`src/rtl/crc8_pkg.sv`:
```
package crc8_pkg;
  localparam int CRC_W = 8;
  typedef logic [CRC_W-1:0] crc_t;
  typedef enum logic [1:0] {
    SRC_NONE  = 2'd0,
    SRC_BIT   = 2'd1,
    SRC_LANE  = 2'd2,
    SRC_CLEAR = 2'd3
  } src_e;
endpackage

```
`src/rtl/crc8_bit_step.sv`:
```
// One reflected LFSR step.
module crc8_bit_step #(
  parameter int          CRC_W = 8,
  parameter logic [CRC_W-1:0] POLY = 8'h8C
) (
  input  logic [CRC_W-1:0] crc_i,
  input  logic             d_i,
  output logic [CRC_W-1:0] crc_o
);
  logic fb;
  always_comb begin
    fb    = crc_i[0] ^ d_i;
    crc_o = (crc_i >> 1) ^ (fb ? POLY : '0);
  end
endmodule

```
`src/rtl/crc8_lane_chain.sv`:
```
// LANE_W cascaded steps, bit 0 of the word first.
module crc8_lane_chain #(
  parameter int          CRC_W  = 8,
  parameter int          LANE_W = 8,
  parameter logic [CRC_W-1:0] POLY = 8'h8C
) (
  input  logic [CRC_W-1:0]  crc_i,
  input  logic [LANE_W-1:0] word_i,
  output logic [CRC_W-1:0]  crc_o
);
  logic [CRC_W-1:0] stage [LANE_W+1];

  assign stage[0] = crc_i;

  for (genvar i = 0; i < LANE_W; i++) begin : g_step
    crc8_bit_step #(.CRC_W(CRC_W), .POLY(POLY)) u_step (
      .crc_i (stage[i]),
      .d_i   (word_i[i]),
      .crc_o (stage[i+1])
    );
  end

  assign crc_o = stage[LANE_W];
endmodule

```
`src/rtl/crc8_src_arb.sv`:
```
// Source priority: clear, then lane, then bit.
module crc8_src_arb
  import crc8_pkg::*;
#(
  parameter bit HAS_LANE = 1'b1
) (
  input  logic clear,
  input  logic bit_valid,
  input  logic byte_valid,
  output logic bit_ready,
  output logic byte_ready,
  output src_e sel
);
  logic lane_req;
  assign lane_req = HAS_LANE && byte_valid;

  always_comb begin
    byte_ready = HAS_LANE && !clear;
    bit_ready  = !clear && !lane_req;
    if (clear)                       sel = SRC_CLEAR;
    else if (lane_req)               sel = SRC_LANE;
    else if (bit_valid)              sel = SRC_BIT;
    else                             sel = SRC_NONE;
  end
endmodule

```
`src/rtl/crc8_stream_unit.sv`:
```
module crc8_stream_unit
  import crc8_pkg::*;
#(
  parameter int               LANE_W   = 8,
  parameter bit               HAS_LANE = 1'b1,
  parameter logic [CRC_W-1:0] POLY     = 8'h8C
) (
  input  logic              clk,
  input  logic              rst_n,
  input  logic              clear,
  input  logic              bit_valid,
  output logic              bit_ready,
  input  logic              bit_in,
  input  logic              byte_valid,
  output logic              byte_ready,
  input  logic [LANE_W-1:0] byte_in,
  output logic [CRC_W-1:0]  crc_out,
  output logic              zero
);
  crc_t crc_q, crc_bit_nx, crc_lane_nx, crc_d;
  src_e sel;

  crc8_src_arb #(.HAS_LANE(HAS_LANE)) u_arb (
    .clear      (clear),
    .bit_valid  (bit_valid),
    .byte_valid (byte_valid),
    .bit_ready  (bit_ready),
    .byte_ready (byte_ready),
    .sel        (sel)
  );

  crc8_bit_step #(.CRC_W(CRC_W), .POLY(POLY)) u_bit (
    .crc_i (crc_q),
    .d_i   (bit_in),
    .crc_o (crc_bit_nx)
  );

  if (HAS_LANE) begin : g_lane
    crc8_lane_chain #(.CRC_W(CRC_W), .LANE_W(LANE_W), .POLY(POLY)) u_lane (
      .crc_i  (crc_q),
      .word_i (byte_in),
      .crc_o  (crc_lane_nx)
    );
  end else begin : g_no_lane
    assign crc_lane_nx = crc_q;
  end

  always_comb begin
    unique case (sel)
      SRC_CLEAR: crc_d = '0;
      SRC_LANE:  crc_d = crc_lane_nx;
      SRC_BIT:   crc_d = crc_bit_nx;
      default:   crc_d = crc_q;
    endcase
  end

  always_ff @(posedge clk or negedge rst_n) begin
    if (!rst_n) crc_q <= '0;
    else        crc_q <= crc_d;
  end

  assign crc_out = crc_q;
  assign zero    = (crc_q == '0);

  // Assertions
  p_clear_zero_r2: assert property (@(posedge clk) disable iff (!rst_n)
    clear |=> (crc_out == '0) && zero);

  p_clear_blocks_r3: assert property (@(posedge clk) disable iff (!rst_n)
    clear |-> !bit_ready && !byte_ready);

  p_lane_wins_r6: assert property (@(posedge clk) disable iff (!rst_n)
    (HAS_LANE && byte_valid && !clear) |-> !bit_ready);

  p_hold_r7: assert property (@(posedge clk) disable iff (!rst_n)
    (!clear && !bit_valid && !byte_valid) |=> $stable(crc_out));

  // A bit equal to crc[0] produces no feedback, so the step is a plain shift.
  p_bit_shift_r4: assert property (@(posedge clk) disable iff (!rst_n)
    (!clear && bit_valid && bit_ready && bit_in == crc_out[0])
      |=> crc_out == ($past(crc_out) >> 1));

  if (HAS_LANE && LANE_W == CRC_W) begin : g_res_chk
    // Feeding the remainder itself as a lane word must leave zero residue.
    p_residue_r8: assert property (@(posedge clk) disable iff (!rst_n)
      (!clear && byte_valid && byte_in == crc_out) |=> zero);
  end
endmodule

```
`config.mk`:
```
export PLATFORM = sky130hd
export DESIGN_NAME = crc8_stream_unit
export DESIGN_NICKNAME = d
export VERILOG_FILES = /design/src/rtl/crc8_pkg.sv /design/src/rtl/crc8_bit_step.sv /design/src/rtl/crc8_lane_chain.sv /design/src/rtl/crc8_src_arb.sv /design/src/rtl/crc8_stream_unit.sv
export SDC_FILE = /design/constraint.sdc
export NUM_CORES = 1
export LEC_CHECK = 0
export CAP_MARGIN = 5
export CORE_UTILIZATION = 48
export CTS_CLUSTER_DIAMETER = 60
export DETAILED_ROUTE_END_ITERATION = 16
export PLACE_DENSITY = 0.83
export SETUP_SLACK_MARGIN = 0.4
export SYNTH_ARGS = -nofsm -noshare
export SYNTH_HDL_FRONTEND = slang
export SYNTH_SLANG_ARGS = --single-unit
```
`constraint.sdc`:
```
create_clock -name clk -period 3.6 [get_ports clk]
set_input_delay 1.08 -clock clk [delete_from_list [all_inputs] [get_ports clk]]
set_output_delay 1.08 -clock clk [all_outputs]
set_load 0.005 [all_outputs]
```
Word level (Yosys, flattened, before mapping)
Index checks and enable logic that the tools add are counted.
{"block": "classes", "n_bitwise": 18, "reduce_logical": 5, "eq_ne": 3, "n_mux": 13}
{"operator": "two-way mux 8 bit", "count": 9}
{"operator": "XOR 7 x 8 -> 8 bit", "count": 9}
{"operator": "case mux 8 bit (3 select lines)", "count": 1}
{"operator": "XOR 1 bit", "count": 9}
{"operator": "logical NOT 8 bit", "count": 1}
{"operator": "== test 2 bit (second input constant)", "count": 2}
{"operator": "two-way mux 2 bit", "count": 2}
{"operator": "nonzero test 3 bit", "count": 1}
{"operator": "== test 2 x 1 -> 1 bit (second input constant)", "count": 1}
{"operator": "logical NOT 1 bit", "count": 2}
{"operator": "logical AND 1 bit", "count": 1}
{"operator": "two-way mux 1 bit", "count": 1}
{"block": "totals", "word_cells": 40, "register_bits": 8, "output_inout_bits": 11}

Logic depth before layout (Yosys ltp)
{"block": "logic_depth", "ltp_word": 25, "ltp_mapped": 8}

Hierarchy
A second synthesis with hierarchy kept.
{"block": "unflattened", "cells_unflattened": 130, "area_unflattened_um2": 1350.0}
{"module": "crc8_bit_step", "cells_each": 9, "area_each_um2": 101.3, "instances": 9}
{"module": "crc8_stream_unit", "cells_each": 44, "area_each_um2": 412.9, "instances": 1}
{"module": "crc8_src_arb", "cells_each": 5, "area_each_um2": 25.0, "instances": 1}

Least setup slack after synthesis
No wires, ideal clock.
{"block": "synth_timing", "path_kind": "input -> register", "startpoint": "in byte_valid", "endpoint": "reg crc_q[3] (netlist: crc_out[3])", "setup_ps": 80, "stages": 8, "path_slack_ps": 1132, "t_arrival_ps": 2388, "t_required_ps": 3520, "path_cell_list": "inv_1 -> a21o_1 -> inv_1 -> ha_1 -> nor2_1 -> a21oi_1 -> or4_4 -> o211ai_2"}
{"block": "synth_between", "elab_chain_len": 4, "elab_cells_between_ends": 7, "cone_classes": "3 x eq/ne; 3 x mux; 1 x reduce/logical"}
{"item": "start: declaration", "line": "crc8_stream_unit.sv:14", "rtl": "input logic byte_valid,"}
{"item": "two-way mux 2 bit (*)", "line": "crc8_src_arb.sv:21", "rtl": "else if (lane_req) sel = SRC_LANE;"}
{"item": "two-way mux 2 bit (*)", "line": "crc8_src_arb.sv:20", "rtl": "if (clear) sel = SRC_CLEAR;"}
{"item": "== test 2 x 1 -> 1 bit or == test 2 bit (tied branches)", "line": "crc8_stream_unit.sv:49", "rtl": "unique case (sel)"}
{"item": "case mux 8 bit (3 select lines) or nonzero test 3 bit (tied branches)"}
{"item": "end signal: assignment", "line": "crc8_stream_unit.sv:59", "rtl": "else crc_q <= crc_d;"}
{"item": "end: declaration", "line": "crc8_stream_unit.sv:20", "rtl": "crc_t crc_q, crc_bit_nx, crc_lane_nx, crc_d;"}
Every way passes the cells marked *; elsewhere a longest branch is shown, timed or not.
A chain may end at the register's enable or synchronous reset.

Worst setup path in the final report
{"block": "layout_timing", "startpoint": "in clear", "endpoint": "out byte_ready"}
{"block": "layout_between", "elab_chain_len": 1}
{"item": "start: declaration", "line": "crc8_stream_unit.sv:10", "rtl": "input logic clear,"}
{"item": "logical NOT 1 bit", "line": "crc8_src_arb.sv:18", "rtl": "byte_ready = HAS_LANE && !clear;"}
{"item": "end: declaration", "line": "crc8_stream_unit.sv:15", "rtl": "output logic byte_ready,"}
No other way between the ends.

==> results <==
tightest hold or removal path: cells and delay by family (launching register included):
kind	cells	cell delay [ps]
and+or+nand+nor	1	70
AOI/OAI and AO/OA	1	60
DFF	1	410
metrics by stage:
step                area (sq um)  hold slack (ps)  instances  power (mW)
CTS                         1060              580        119       0.462
global placement            1040              559        116       0.381
finish                      1060              574        119       0.460
detailed placement          1040              569        116       0.387
global route                1060              633        119       0.490
floorplan                    776              546         76       0.296
kinds of logic after synthesis:
kind of cell	count (synthesis)	synth area share, %
AOI/OAI and AO/OA	17	15.8
xor gates and xnor gates	19	35.3
adders and majority gates	3	4.84
buffers and inverters	6	2.90
DFF	8	25.8
and+or+nand+nor	23	15.3
cells in the final DEF (no fill, tap or decap), types with 2 or more instances in the layout:
master and instances:
dfrtp_1 7, o21ai_0 3, clkbuf_4 3, inv_1 4
or2_2 2, a21oi_1 4, xnor3_4 2, nand2_1 12
xor2_1 3, xnor2_1 8, xnor3_1 2, clkdlybuf4s50_1 23
o221ai_1 3, a22oi_1 2, ha_1 3, nor2_1 2
metal layers:
| metal | routed length (microns) | GRT usage [%] | vias to the layer above |
|---|---|---|---|
| li1 | - | - | 328 |
| met1 | 794 | 31.3 | 329 |
| met2 | 996 | 40.6 | 31 |
| met3 | 95 | 3.88 | 2 |
| met4 | 19 | 11.3 | 0 |
| met5 | 0 | 0 | - |
layout make-up:
cell class              count  area [sq um]
well taps                  16          20.0
repair buffers             25           246
clock buffers               3          22.5
inverters                   5          18.8
multi-input cells          62           553
flip-flops and latches      8           201
fillers                   118           444
worst min-delay path by stage:
stage / cells past startpoint / start / to / slack (ps)
after floorplan: 2 / crc_out[5]$_DFFE_PN0P_ / crc_out[5]$_DFFE_PN0P_ / 550
after global placement: 2 / crc_out[7]$_DFFE_PN0P_ / crc_out[7]$_DFFE_PN0P_ / 560
after detailed placement: 2 / crc_out[7]$_DFFE_PN0P_ / crc_out[7]$_DFFE_PN0P_ / 570
after CTS: 2 / crc_out[7]$_DFFE_PN0P_ / crc_out[7]$_DFFE_PN0P_ / 580
after global routing: 2 / crc_out[7]$_DFFE_PN0P_ / crc_out[7]$_DFFE_PN0P_ / 630
final: 2 / crc_out[7]$_DFFE_PN0P_ / crc_out[7]$_DFFE_PN0P_ / 570
power groups by stage:
stage          clock [mW]  combinational, mW  sequential, mW
2_1_floorplan           0              0.176           0.120
3_3_place_gp            0              0.256           0.125
3_5_place_dp            0              0.262           0.125
4_1_cts            0.0746              0.264           0.123
5_1_grt            0.0799              0.284           0.126
6_report           0.0726              0.263           0.124
==> run_results.csv <==
group,metric,value,unit
floorplanning,fp-row-count,14,
sta,fin_worst_skew,7.55,ps
sta,tightest_slew,393,ps
sta,layout_setup_ws,453,ps
pwr,p_int,0.304,mW
clock_tree,cts-root-buf,"clkbuf_4",
floorplanning,start_util,51.5,%
status,status,"completed",
routing,firstDrtPassIters,4,
sta,achievable-frequency,0.318,GHz
logic_synthesis,yosys-top-cells-area,"dfrtp_1, xnor2_1, xnor3_4",
setup_path,path_buf_inv,3,
setup_path,crit_top_cell,"clkdlybuf4s50_1",
sta,hold_viol,0,
floorplanning,dieWidth,42.2,microns
place,gp_congestion,0.878,
logic_synthesis,ys_warn_count,0,
clock_tree,cts_tree,"yes",
setup_path,reg2reg_slack,1680,ps
clock_tree,cts_setup_buffers,0,
logic_synthesis,yosysTopAreaCellShare,25.8,%
grt,grt_max_degree,11,
setup_path,r2r_end,"crc_out[2]$_DFFE_PN0P_",
setup_path,crit_start,"clear",
pwr,power_density,433,nW/um^2
routing,postRouteAntennaNets,0,
setup_path,crit_chain,"clkdlybuf4s50_1, inv_1, clkdlybuf4s50_1",
setup_path,critPathCapture,"byte_ready",
logic_synthesis,synth_area,776,sq um
logic_synthesis,synth_area_leader_cell,"dfrtp_1",
clock_tree,cts_resized,2,
floorplanning,die_area,1780,sq um
cells_and_area,utilization,70.5,%
floorplanning,die_height,42.2,microns
setup_path,startpoint_type,"primary input",
setup_path,rr_worst_depth,4,
sta,maxSlewViolCount,0,
routing,drc_errors,0,
routing,viasPerCell,5.80,
logic_synthesis,synth.avg_cell_area,10.2,sq um
setup_path,r2r_start,"crc_out[1]$_DFFE_PN0P_",
logic_synthesis,syn_nets,93,
routing,wl,1910,microns
clock_tree,cts.clk_slew.worst_paths,60,ps
grt,overflow,0,
sta,setup_viol,0,
logic_synthesis,ys_seq_elements,8,
grt,grt_usage,24.5,%
setup_path,crit_fanout,2,
clock_tree,hold_buffers,0,
sta,min_period_over_period,87.4,%
cells_and_area,largest_reg_flops,8,
sta,max-slew-margin-rel,73.6,%
pwr,netSwitchingPower,0.156,mW
routing,vias,690,
logic_synthesis,synth_edf_count,0,
setup_path,required,2520,ps
sta,timing.setup.tns,0,ps
routing,wl_per_cell,16.0,microns
pwr,p_comb_share,57.3,%
setup_path,worst_path_dominant_cell_family,"buffers and inverters",
clock_tree,cts_buffer_depth,2,
place,place_ws,276,ps
setup_path,cp_slowest_cell,"clkdlybuf4s50_1",
grt,grt_pass1_vias,703,
worst_hold_path,min_path_type,"flop to flop",
pwr,peakVddDrop,294,uV
grt,antenna_found_initial,0,
pwr,pwr-share-clk,15.8,%
setup_path,worst-path-stages,3,
logic_synthesis,synthCells,76,
pwr,p_seq_share,27.0,%
clock_tree,cts_sinks,8,
pwr,swShare,33.8,%
clock_tree,clock_latency,260,ps
floorplanning,core_region_area,1510,sq um
job,drv_cap,0,
clock_tree,cts_buffers,3,
cells_and_area,n_antenna_cell,0,
setup_path,worst_ep_arrival_time,2070,ps
place,portBuffers,24,
logic_synthesis,synth.most_common_cell,"nand2_1",
logic_synthesis,seq_area_frac_synth,25.8,%
grt,grt_first_pass_wirelength,3260,microns
logic_synthesis,synthFlopType,"dfrtp_1",
logic_synthesis,synth_cell_types,31,
floorplanning,num_io_pins,25,
sta,finalCriticalPeriod,3150,ps
cells_and_area,drive_above_1_share,15.5,%
setup_path,critPathKind,"primary input to primary output",
setup_path,cpPeakStageDelay,490,ps
cells_and_area,final_nets,122,
logic_synthesis,async_flop_share,100,%
routing,drt-initial-drc-count,10,
pwr,p_leak,0.487,nW
logic_synthesis,synthTopCellsByCount,"nand2_1, dfrtp_1, xnor2_1, inv_1, a21oi_1",
clock_tree,htreeDepth,1,
sta,rsz0062_at_grt,"false",
setup_path,crit_path_end_kind,"primary output",
cells_and_area,areaGrowthSynthToFinish,36.9,%
Power figures use the tool's default switching activity.
